File: config.mk
export PLATFORM = sky130hd
export DESIGN_NAME = csa_sqrt_adder
export DESIGN_NICKNAME = d
export VERILOG_FILES = /design/src/rtl/csa_pkg.sv /design/src/rtl/csa_prefix_adder.sv /design/src/rtl/csa_excess1.sv /design/src/rtl/csa_mux2.sv /design/src/rtl/csa_group.sv /design/src/rtl/csa_sqrt_adder.sv
export SDC_FILE = /design/constraint.sdc
export NUM_CORES = 1
export LEC_CHECK = 0
export BUFFER_PORTS_ARGS = -buffer_cell sky130_fd_sc_hd__buf_2
export CORE_MARGIN = 8
export CORE_UTILIZATION = 30
export DETAILED_ROUTE_END_ITERATION = 7
export PLACE_DENSITY = 0.6
export SYNTH_ARGS = -nofsm -noshare
export SYNTH_HDL_FRONTEND = slang
export SYNTH_HIERARCHICAL = 1
export SYNTH_SLANG_ARGS = --single-unit
File: constraint.sdc
create_clock -name clk -period 3.4 [get_ports clk]
set_input_delay 0.34 -clock clk [delete_from_list [all_inputs] [get_ports clk]]
set_output_delay 0.34 -clock clk [all_outputs]
set_load 0.05 [all_outputs]
File: src/rtl/csa_pkg.sv
package csa_pkg;

  typedef struct packed {
    logic g;
    logic p;
  } gp_t;

  // Prefix combine: hi covers the more significant span, lo the less significant.
  function automatic gp_t gp_merge(gp_t hi, gp_t lo);
    gp_t r;
    r.g = hi.g | (hi.p & lo.g);
    r.p = hi.p & lo.p;
    return r;
  endfunction

  // Nominal width of group k: 2, 2, 3, 4, 5, ...
  function automatic int grp_nominal(int k);
    return (k == 0) ? 2 : k + 1;
  endfunction

  function automatic int grp_lsb(int k);
    int acc;
    acc = 0;
    for (int j = 0; j < 64; j++)
      if (j < k) acc += grp_nominal(j);
    return acc;
  endfunction

  function automatic int grp_count(int w);
    int acc;
    int cnt;
    acc = 0;
    cnt = 0;
    for (int j = 0; j < 64; j++)
      if (acc < w) begin
        acc += grp_nominal(j);
        cnt++;
      end
    return cnt;
  endfunction

  function automatic int grp_width(int w, int k);
    int lo;
    lo = grp_lsb(k);
    if (lo + grp_nominal(k) <= w) return grp_nominal(k);
    return w - lo;
  endfunction

endpackage

File: src/rtl/csa_prefix_adder.sv
module csa_prefix_adder
  import csa_pkg::*;
#(
  parameter int W = 4
) (
  input  logic [W-1:0] a_i,
  input  logic [W-1:0] b_i,
  input  logic         cin_i,
  output logic [W-1:0] sum_o,
  output logic         cout_o
);

  localparam int LV = (W > 1) ? $clog2(W) : 1;

  gp_t        leaf [W];
  gp_t        node [W];
  logic [W:0] carry;

  for (genvar i = 0; i < W; i++) begin : g_leaf
    assign leaf[i].g = a_i[i] & b_i[i];
    assign leaf[i].p = a_i[i] ^ b_i[i];
  end

  // Up-sweep then down-sweep; afterwards node[i] spans bits [i:0].
  always_comb begin
    for (int i = 0; i < W; i++) node[i] = leaf[i];
    for (int l = 0; l < LV; l++)
      for (int i = 0; i < W; i++)
        if (((i + 1) % (2 << l)) == 0)
          node[i] = gp_merge(node[i], node[i - (1 << l)]);
    for (int l = LV - 1; l >= 0; l--)
      for (int i = 0; i < W; i++)
        if ((((i + 1) % (2 << l)) == 0) && ((i + (1 << l)) < W))
          node[i + (1 << l)] = gp_merge(node[i + (1 << l)], node[i]);
  end

  assign carry[0] = cin_i;
  for (genvar i = 1; i <= W; i++) begin : g_carry
    assign carry[i] = node[i-1].g | (node[i-1].p & cin_i);
  end

  for (genvar i = 0; i < W; i++) begin : g_sum
    assign sum_o[i] = leaf[i].p ^ carry[i];
  end

  assign cout_o = carry[W];

endmodule

File: src/rtl/csa_excess1.sv
module csa_excess1 #(
  parameter int W = 4
) (
  input  logic [W-1:0] val_i,
  output logic [W-1:0] inc_o
);

  logic [W:0] all_low;

  assign all_low[0] = 1'b1;
  for (genvar i = 0; i < W; i++) begin : g_bit
    assign inc_o[i]     = val_i[i] ^ all_low[i];
    assign all_low[i+1] = all_low[i] & val_i[i];
  end

endmodule

File: src/rtl/csa_mux2.sv
module csa_mux2 #(
  parameter int W = 4
) (
  input  logic [W-1:0] d0_i,
  input  logic [W-1:0] d1_i,
  input  logic         sel_i,
  output logic [W-1:0] q_o
);

  assign q_o = sel_i ? d1_i : d0_i;

endmodule

File: src/rtl/csa_group.sv
module csa_group #(
  parameter int W       = 4,
  parameter bit HAS_SEL = 1'b1
) (
  input  logic [W-1:0] a_i,
  input  logic [W-1:0] b_i,
  input  logic         cin_i,
  output logic [W-1:0] sum_o,
  output logic         cout_o
);

  if (HAS_SEL) begin : g_select
    logic [W-1:0] s0;
    logic         c0;
    logic [W:0]   res0;
    logic [W:0]   res1;
    logic [W:0]   pick;

    csa_prefix_adder #(.W(W)) u_pfx (
      .a_i   (a_i),
      .b_i   (b_i),
      .cin_i (1'b0),
      .sum_o (s0),
      .cout_o(c0)
    );

    assign res0 = {c0, s0};

    csa_excess1 #(.W(W + 1)) u_inc (
      .val_i(res0),
      .inc_o(res1)
    );

    csa_mux2 #(.W(W + 1)) u_mux (
      .d0_i (res0),
      .d1_i (res1),
      .sel_i(cin_i),
      .q_o  (pick)
    );

    assign sum_o  = pick[W-1:0];
    assign cout_o = pick[W];
  end else begin : g_direct
    csa_prefix_adder #(.W(W)) u_pfx (
      .a_i   (a_i),
      .b_i   (b_i),
      .cin_i (cin_i),
      .sum_o (sum_o),
      .cout_o(cout_o)
    );
  end

endmodule

File: src/rtl/csa_sqrt_adder.sv
module csa_sqrt_adder
  import csa_pkg::*;
#(
  parameter int DATA_W = 16
) (
  input  logic              clk,
  input  logic              rst,
  input  logic [DATA_W-1:0] a_in,
  input  logic [DATA_W-1:0] b_in,
  input  logic              cin,
  output logic [DATA_W-1:0] sum_q,
  output logic              cout_q
);

  localparam int NGRP = grp_count(DATA_W);

  logic [NGRP:0]     chain;
  logic [DATA_W-1:0] sum_c;

  assign chain[0] = cin;

  for (genvar g = 0; g < NGRP; g++) begin : g_grp
    localparam int LSB = grp_lsb(g);
    localparam int GW  = grp_width(DATA_W, g);

    csa_group #(
      .W      (GW),
      .HAS_SEL(g > 0)
    ) u_grp (
      .a_i   (a_in[LSB +: GW]),
      .b_i   (b_in[LSB +: GW]),
      .cin_i (chain[g]),
      .sum_o (sum_c[LSB +: GW]),
      .cout_o(chain[g+1])
    );
  end

  always_ff @(posedge clk) begin
    if (rst) begin
      sum_q  <= '0;
      cout_q <= 1'b0;
    end else begin
      sum_q  <= sum_c;
      cout_q <= chain[NGRP];
    end
  end

endmodule

After elaboration in Yosys (flattened, before gate mapping)
Cells that the tools add are included.
- bitwise gates (word level): 105
- muxes and demuxes: 4
- operator list (operator ; count):
    $and 1x1->1 ; 44
    $xor 1x1->1 ; 42
    $or 1x1->1 ; 15
    $mux 6 ; 1
    $mux 5 ; 1
    $mux 4 ; 1
    $not 1->1 ; 4
    $mux 3 ; 1
- logic and storage cells: 111
- register bits: 17
- input port bits: 35

Longest topological paths before layout
Gate-level depths: netlist of the first run.
- depth in word-level cells: 10
- depth in mapped cells: 11
- depth with buffers taken out: 10

Hierarchy
The synthesis of the first run kept the hierarchy.
- by module, submodules not included (module ; times used ; cells an instance ; area an instance (um^2)):
    csa_sqrt_adder ; 1 ; 35 ; 475.5
    csa_prefix_adder at g_grp[4].u_grp.g_select.u_pfx ; 1 ; 27 ; 219.0
    csa_prefix_adder at g_grp[0].u_grp.g_direct.u_pfx ... ; 2 ; 11 ; 82.6
    csa_prefix_adder at g_grp[3].u_grp.g_select.u_pfx ; 1 ; 18 ; 151.4
    csa_prefix_adder at g_grp[2].u_grp.g_select.u_pfx ; 1 ; 14 ; 115.1
    csa_mux2 at g_grp[4].u_grp.g_select.u_mux ; 1 ; 7 ; 101.3
    csa_excess1 at g_grp[4].u_grp.g_select.u_inc ; 1 ; 6 ; 62.6
    csa_mux2 at g_grp[3].u_grp.g_select.u_mux ; 1 ; 5 ; 56.3
    csa_excess1 at g_grp[3].u_grp.g_select.u_inc ; 1 ; 5 ; 50.0
    csa_mux2 at g_grp[2].u_grp.g_select.u_mux ; 1 ; 4 ; 45.0
    csa_excess1 at g_grp[2].u_grp.g_select.u_inc ; 1 ; 4 ; 37.5
    csa_mux2 at g_grp[1].u_grp.g_select.u_mux ; 1 ; 3 ; 33.8
    csa_excess1 at g_grp[1].u_grp.g_select.u_inc ; 1 ; 3 ; 25.0
    csa_group at g_grp[1].u_grp ... ; 4 ; 1 ; 3.8

Worst setup path before layout of the first run
Ideal clock, no wire load.
- kind: input to register
- from: in a_in[2]
- to: reg cout_q
- setup slack: 0.470 ns
- cell stages on the path: 11
- data arrival time: 2.814 ns
- required time: 3.284 ns
- cells stage by stage: inv_1 -> fa_1 -> inv_1 -> ha_1 -> xor2_1 -> mux2_2 -> mux2_2 -> mux2_2 -> buf_6 -> mux2_4 -> and2b_2
- elaborated cells on any way between the ends: 11
- those cells by class: mux: 4; bitwise: 7
- RTL lines (what ; RTL line ; source):
    start: declaration ; csa_sqrt_adder.sv:8 ; input logic [DATA_W-1:0] a_in,
    $xor 1x1->1 ; csa_prefix_adder.sv:21 ; assign leaf[i].p = a_i[i] ^ b_i[i];
    net g_grp[1].u_grp.g_select.s0[0] ; csa_group.sv:13 ; logic [W-1:0] s0;
    $and 1x1->1 ; csa_excess1.sv:13 ; assign all_low[i+1] = all_low[i] & val_i[i];
    $xor 1x1->1 ; csa_excess1.sv:12 ; assign inc_o[i] = val_i[i] ^ all_low[i];
    net g_grp[1].u_grp.g_select.res1[2] ; csa_group.sv:16 ; logic [W:0] res1;
    $mux 3 ; csa_mux2.sv:10 ; assign q_o = sel_i ? d1_i : d0_i;
    net chain[2] ; csa_sqrt_adder.sv:17 ; logic [NGRP:0] chain;
    $mux 4 ; csa_mux2.sv:10 ;
    net chain[3] ; csa_sqrt_adder.sv:17 ;
    $mux 5 ; csa_mux2.sv:10 ;
    net chain[4] ; csa_sqrt_adder.sv:17 ;
    $mux 6 ; csa_mux2.sv:10 ;
    net chain[5] ; csa_sqrt_adder.sv:17 ;
    end signal: assignment ; csa_sqrt_adder.sv:44 ; cout_q <= chain[NGRP];
    end: declaration ; csa_sqrt_adder.sv:12 ; output logic cout_q
The timed path passes the listed nets, and every way through them passes these cells.
A chain may end at the register's enable or synchronous reset.

Final worst setup path of the first run
Same ends and word-level chain as after synthesis.

==> run summary, run 1 <==
IO Port Bufs - 51
Cell Pwr Density - 467 nW/um2
Vias in the first global route - 1126
Root buffer cell - clkbuf_8
Dpl cells - 281
I/O pin count - 52
Ant diodes - 0
Syn avg cell area - 9.89 um2
Layout net count - 282
Mapped cell area - 1550 um2
Overall routing resource usage - 7.54%
DR vias/cell - 4.07
Post-synth top area cell - dfxtp_1
Max Root-Sink Buffers - 2
Crit start category - input pin
Final WL - 2800 um
DRT antenna net count - 0
Util after Layout - 38.4%
Layout cell share with drive strength beyond 1 - 39.5%
Combinational share of power - 56.0%
Crit path kind - in2reg
Die height - 87.9 um
Initial Util - 30.8%
Worst Hold Class - in2reg
Reg clk slew, reported paths - 0.06 ns
Netlist cell types - 24
Maximum vdd drop - 0.000141 V
H-tree levels - 1
Fmax achieved - 352 MHz
First-pass iteration count of the detailed router - 4
DIE WIDTH - 87.9 um
CTS Buf Count - 3
# Post-CTS Setup Buffers - 0
Syn-to-layout area delta - 24.7%
Initial antenna violation count - 0
Final worst path period need - 2.84 ns
Pint - 540 uW
Synth area leaders - dfxtp_1 22%, ha_1 21%, mux2_2 8.7%, fa_1 6.4%, inv_1 6.3%
Share of the synthesized area in the top cell type - 21.9%
Synthesized flop and latch total - 17
Switch share - 40.3%
Hold Vio Cnt, Final - 0
Layout Cells excl Fill - 285
Total die area - 7730 um2
Initial DRC Count - 8
Row cnt - 26
Leak - 0.00105 uW
CTS tree - built
Post-synthesis sequential area ratio - 21.9%
CP required - 3.54 ns
Crit path arrival time - 2.99 ns
Post-Syn Instances - 157
First-pass GRT wire length - 4730 um
Fin Hold WS - 0.438 ns
Detailed Place HPWL - 2470 um
Power after layout - 904 uW
Setup TNS - 0 ns
Switch Pwr - 364 uW
Status - completed
Synth warnings - 6
Max-slew violations - 0
GP Congestion - 0.717
WHS Path Cells - 2
Clock power frac - 16.4%
Clock sink total - 17
Avg WL per Cell - 9.83 um
DRC viols - 0
Flop pwr share - 27.6%
Largest net degree at the start of global routing - 18
Via Count - 1161
Grt total ovfl - 0
RSZ-0062 raised after global routing - no
Area of the core - 5040 um2
Setup violations, final - 0
Crit-path max FO - 6
Post-CTS Resized - 0
Crit share post-route - 83.6%
Critical path capture point type - flop
Max_cap viols - 0
CTS Hold Buffers Added - 0
==> flip-flops by register name, summed over array words and instances, names as in the netlist <==
name    cells
sum_q      16
cout_q      1
==> synth_stat cells, drive strengths merged <==
cell type	instances
and2b	7
o21ai	3
buf	2
nor2b	10
inv	26
dfxtp	17
xor2	9
nand2	4
o2111ai	1
o21a	1
nand3	5
xnor2	5
fa	5
a21o	3
a211oi	2
conb	4
o21bai	2
mux2	18
nor2	3
ha	26
a21oi	4
==> worst paths after layout <==
check                    from        to  slack (ns)
worst max-delay path  a_in[2]    cout_q        0.56
worst min-delay path      rst  sum_q[5]        0.44
==> logic make-up (layout without fill, tap and decap cells) <==
group,Yosys count,after routing,share of synthesized area (%)
AOI/OAI and AO/OA,16,16,8.30
xor gates and xnor gates,14,14,7.90
adders and majority gates,31,31,27.4
buffers and inverters,28,81,7.74
DFF,17,17,21.9
muxes,18,18,14.5
other,4,9,0.967
and+or+nand+nor,29,29,11.3
==> routing by layer <==
layer | part of all wire [%] | track usage (%)
met1 | 42 | 8.11
met2 | 51 | 13.7
met3 | 6.1 | 1.41
met4 | 0.75 | 3.75
met5 | 0 | 0
==> critical path, cell delays in order <==
cell and delay (ns):
buf_2 0.09, inv_1 0.05, fa_1 0.53, inv_1 0.06, ha_1 0.20, xor2_1 0.16
mux2_2 0.31, mux2_2 0.30, mux2_2 0.44, mux2_4 0.31, and2b_2 0.18
==> power groups by stage <==
stage	clock, uW	combinational, uW	sequential, uW
floorplan	0	275	397
global placement	0	506	256
detailed placement	0	512	255
CTS	155	515	251
global route	162	553	255
finish	148	506	250
==> final cells by class <==
cell class                 instances  area (um2)
clock buffer                       4        45.0
fill                             536        3110
inverter                          26        97.6
multi-input combinational        117        1110
sequential                        17         340
tap                               70        87.6
timing repair buffer              51         255
==> stage by stage <==
stage / worst slack [ns] / cell area [um2]
final: 0.556 / 1940
after global routing: 0.446 / 1940
after CTS: 0.548 / 1940
after detailed placement: 0.283 / 1890
after global placement: 0.309 / 1890
after floorplan: 0.470 / 1570
==> cell usage in the layout, fill, tap and decap left out, drive strengths merged, types with 5 or more instances in the layout <==
| cell | synthesis | final |
|---|---|---|
| xnor2 | 5 | 5 |
| inv | 26 | 26 |
| mux2 | 18 | 18 |
| nand3 | 5 | 5 |
| xor2 | 9 | 9 |
| ha | 26 | 26 |
| and2b | 7 | 7 |
| buf | 2 | 51 |
| dfxtp | 17 | 17 |
| conb | 4 | 9 |
| fa | 5 | 5 |
| nor2b | 10 | 10 |
(Power assumes the default switching activity.)
==> inputs of run 2 (changes only) <==
- PLACE_DENSITY: 0.6 -> 0.62
- clock period: 3.4 -> 2.6 ns (I/O delays scaled with it)
==> run 2 against run 1 <==
Via count rose by 3.0%. Flip-flop and latch count did not move. Critical path depth did not move. Highest routed layer unchanged.
==> run summary, run 2 (synthesis gave the netlist of run 1 again) <==
Hold Vio Cnt, Final - 0
# fillers - 510
First-pass iteration count of the detailed router - 2
Cell Pwr Density - 600 nW/um2
Grt total ovfl - 0
Crit-path max FO - 6
DRT antenna net count - 0
Initial Util - 30.8%
Critical path capture point type - flop
DP Worst Slack - -0.278 ns
Initial antenna violation count - 0
DRC viols - 0
Detailed Place HPWL - 2670 um
Switch Pwr - 496 uW
IO Port Bufs - 51
Clock power frac - 15.4%
Power after layout - 1250 uW
Leak - 0.00112 uW
Reg clk slew, reported paths - 0.06 ns
Commonest cells after routing, fill and taps aside - 49 x buf_2, 24 x ha_1, 22 x inv_1
# Post-CTS Setup Buffers - 0
Initial DRC Count - 19
First-pass GRT wire length - 5270 um
Most common cell after layout, fill and taps aside - buf_2
CTS Buf Count - 3
DR vias/cell - 4.05
Flop pwr share - 26.2%
Max Root-Sink Buffers - 2
Final worst path period need - 2.56 ns
Area occupied by multi-input gates - 1160 um2
Row cnt - 26
Fmax achieved - 391 MHz
DIE WIDTH - 87.9 um
Syn-to-layout area delta - 33.8%
WHS Path Cells - 2
Combinational share of power - 58.4%
Reg with most FFs - sum_q
Ant diodes - 0
Biggest regs - sum_q (16), cout_q (1)
Root buffer cell - clkbuf_8
Hold Path Sink - sum_q[14]
Vias in the first global route - 1297
Total die area - 7730 um2
Layout cell share with drive strength beyond 1 - 46.7%
Final setup margin - 0.0424 ns
Layout net count - 292
Overall routing resource usage - 8.33%
Max reg flops - 16
Setup violations, final - 0
Register Area - 340 um2
GP Congestion - 0.723
Final WL - 3010 um
Crit share post-route - 98.4%
Pint - 750 uW
Status - completed
Largest net degree at the start of global routing - 18
Die height - 87.9 um
Crit path kind - in2reg
Max_cap viols - 0
I/O pin count - 52
Switch share - 39.8%
Area of the core - 5040 um2
Crit path arrival time - 2.70 ns
Via Count - 1196
Hold path startpoint - rst
Clock sink total - 17
Maximum vdd drop - 0.000221 V
CP required - 2.74 ns
CTS tree - built
H-tree levels - 1
Crit start category - input pin
Layout Cells excl Fill - 295
RSZ-0062 raised after global routing - no
Worst Hold Class - in2reg
Dpl cells - 291
Avg WL per Cell - 10.2 um
Max-slew violations - 0
## run 2: stage by stage
step	TNS (ns)	util [%]	instance area, um2	hold slack, ns
after floorplan	-0.699	-	1610	0.451
after global placement	-1.31	39.8	2010	0.629
after detailed placement	-1.48	39.8	2010	0.635
after CTS	0	40.8	2060	0.378
after global routing	0	41.2	2080	0.401
final	0	41.2	2080	0.375
## run 2: final cells by class
| class | instances | share of cell area [%] |
|---|---|---|
| multi-input combinational | 117 | 55.7 |
| timing repair buffer | 61 | 16.5 |
| sequential | 17 | 16.4 |
| inverter | 26 | 5.06 |
| tap | 70 | 4.21 |
| clock buffer | 4 | 2.17 |
## run 2: critical path, stage by stage
cell and delay (ns):
buf_6 0.09, inv_8 0.03, fa_2 0.53, inv_2 0.05
ha_4 0.15, xor2_1 0.15, mux2_4 0.27, mux2_4 0.31
mux2_4 0.36, mux2_4 0.30, and2b_2 0.19
## run 2: per-layer routing
layer  GRT usage, %  vias to the layer above  routed length [um]  part of all wire (%)
met3           1.50                        2                 228                   7.6
met4           3.28                        0                  39                   1.3
met5              0                        -                   0                     0
met2           15.3                       29                1470                    49
met1           9.13                      528                1270                    42
li1               -                      637                   -                     -
## run 2: power groups by stage
stage / clock network (uW) / logic (uW) / registers (uW)
global route: 214 / 799 / 332
detailed placement: 0 / 733 / 333
floorplan: 0 / 379 / 519
finish: 192 / 728 / 327
global placement: 0 / 718 / 333
CTS: 200 / 736 / 328
## run 2: worst max path at each step
| stage | from | cells past startpoint | endpoint |
|---|---|---|---|
| 6_report | b_in[2] | 11 | sum_q[15] |
| 4_1_cts | b_in[2] | 11 | sum_q[15] |
| 3_3_place_gp | b_in[2] | 11 | sum_q[13] |
| 2_1_floorplan | b_in[2] | 11 | cout_q |
| 5_1_grt | b_in[2] | 11 | sum_q[13] |
| 3_5_place_dp | b_in[2] | 11 | sum_q[15] |
## run 2: what timing repair did
action / CTS / global route
hold buffers: 0 / 0
resized for setup: 1 / 6
setup endpoints to repair: 3 / 3
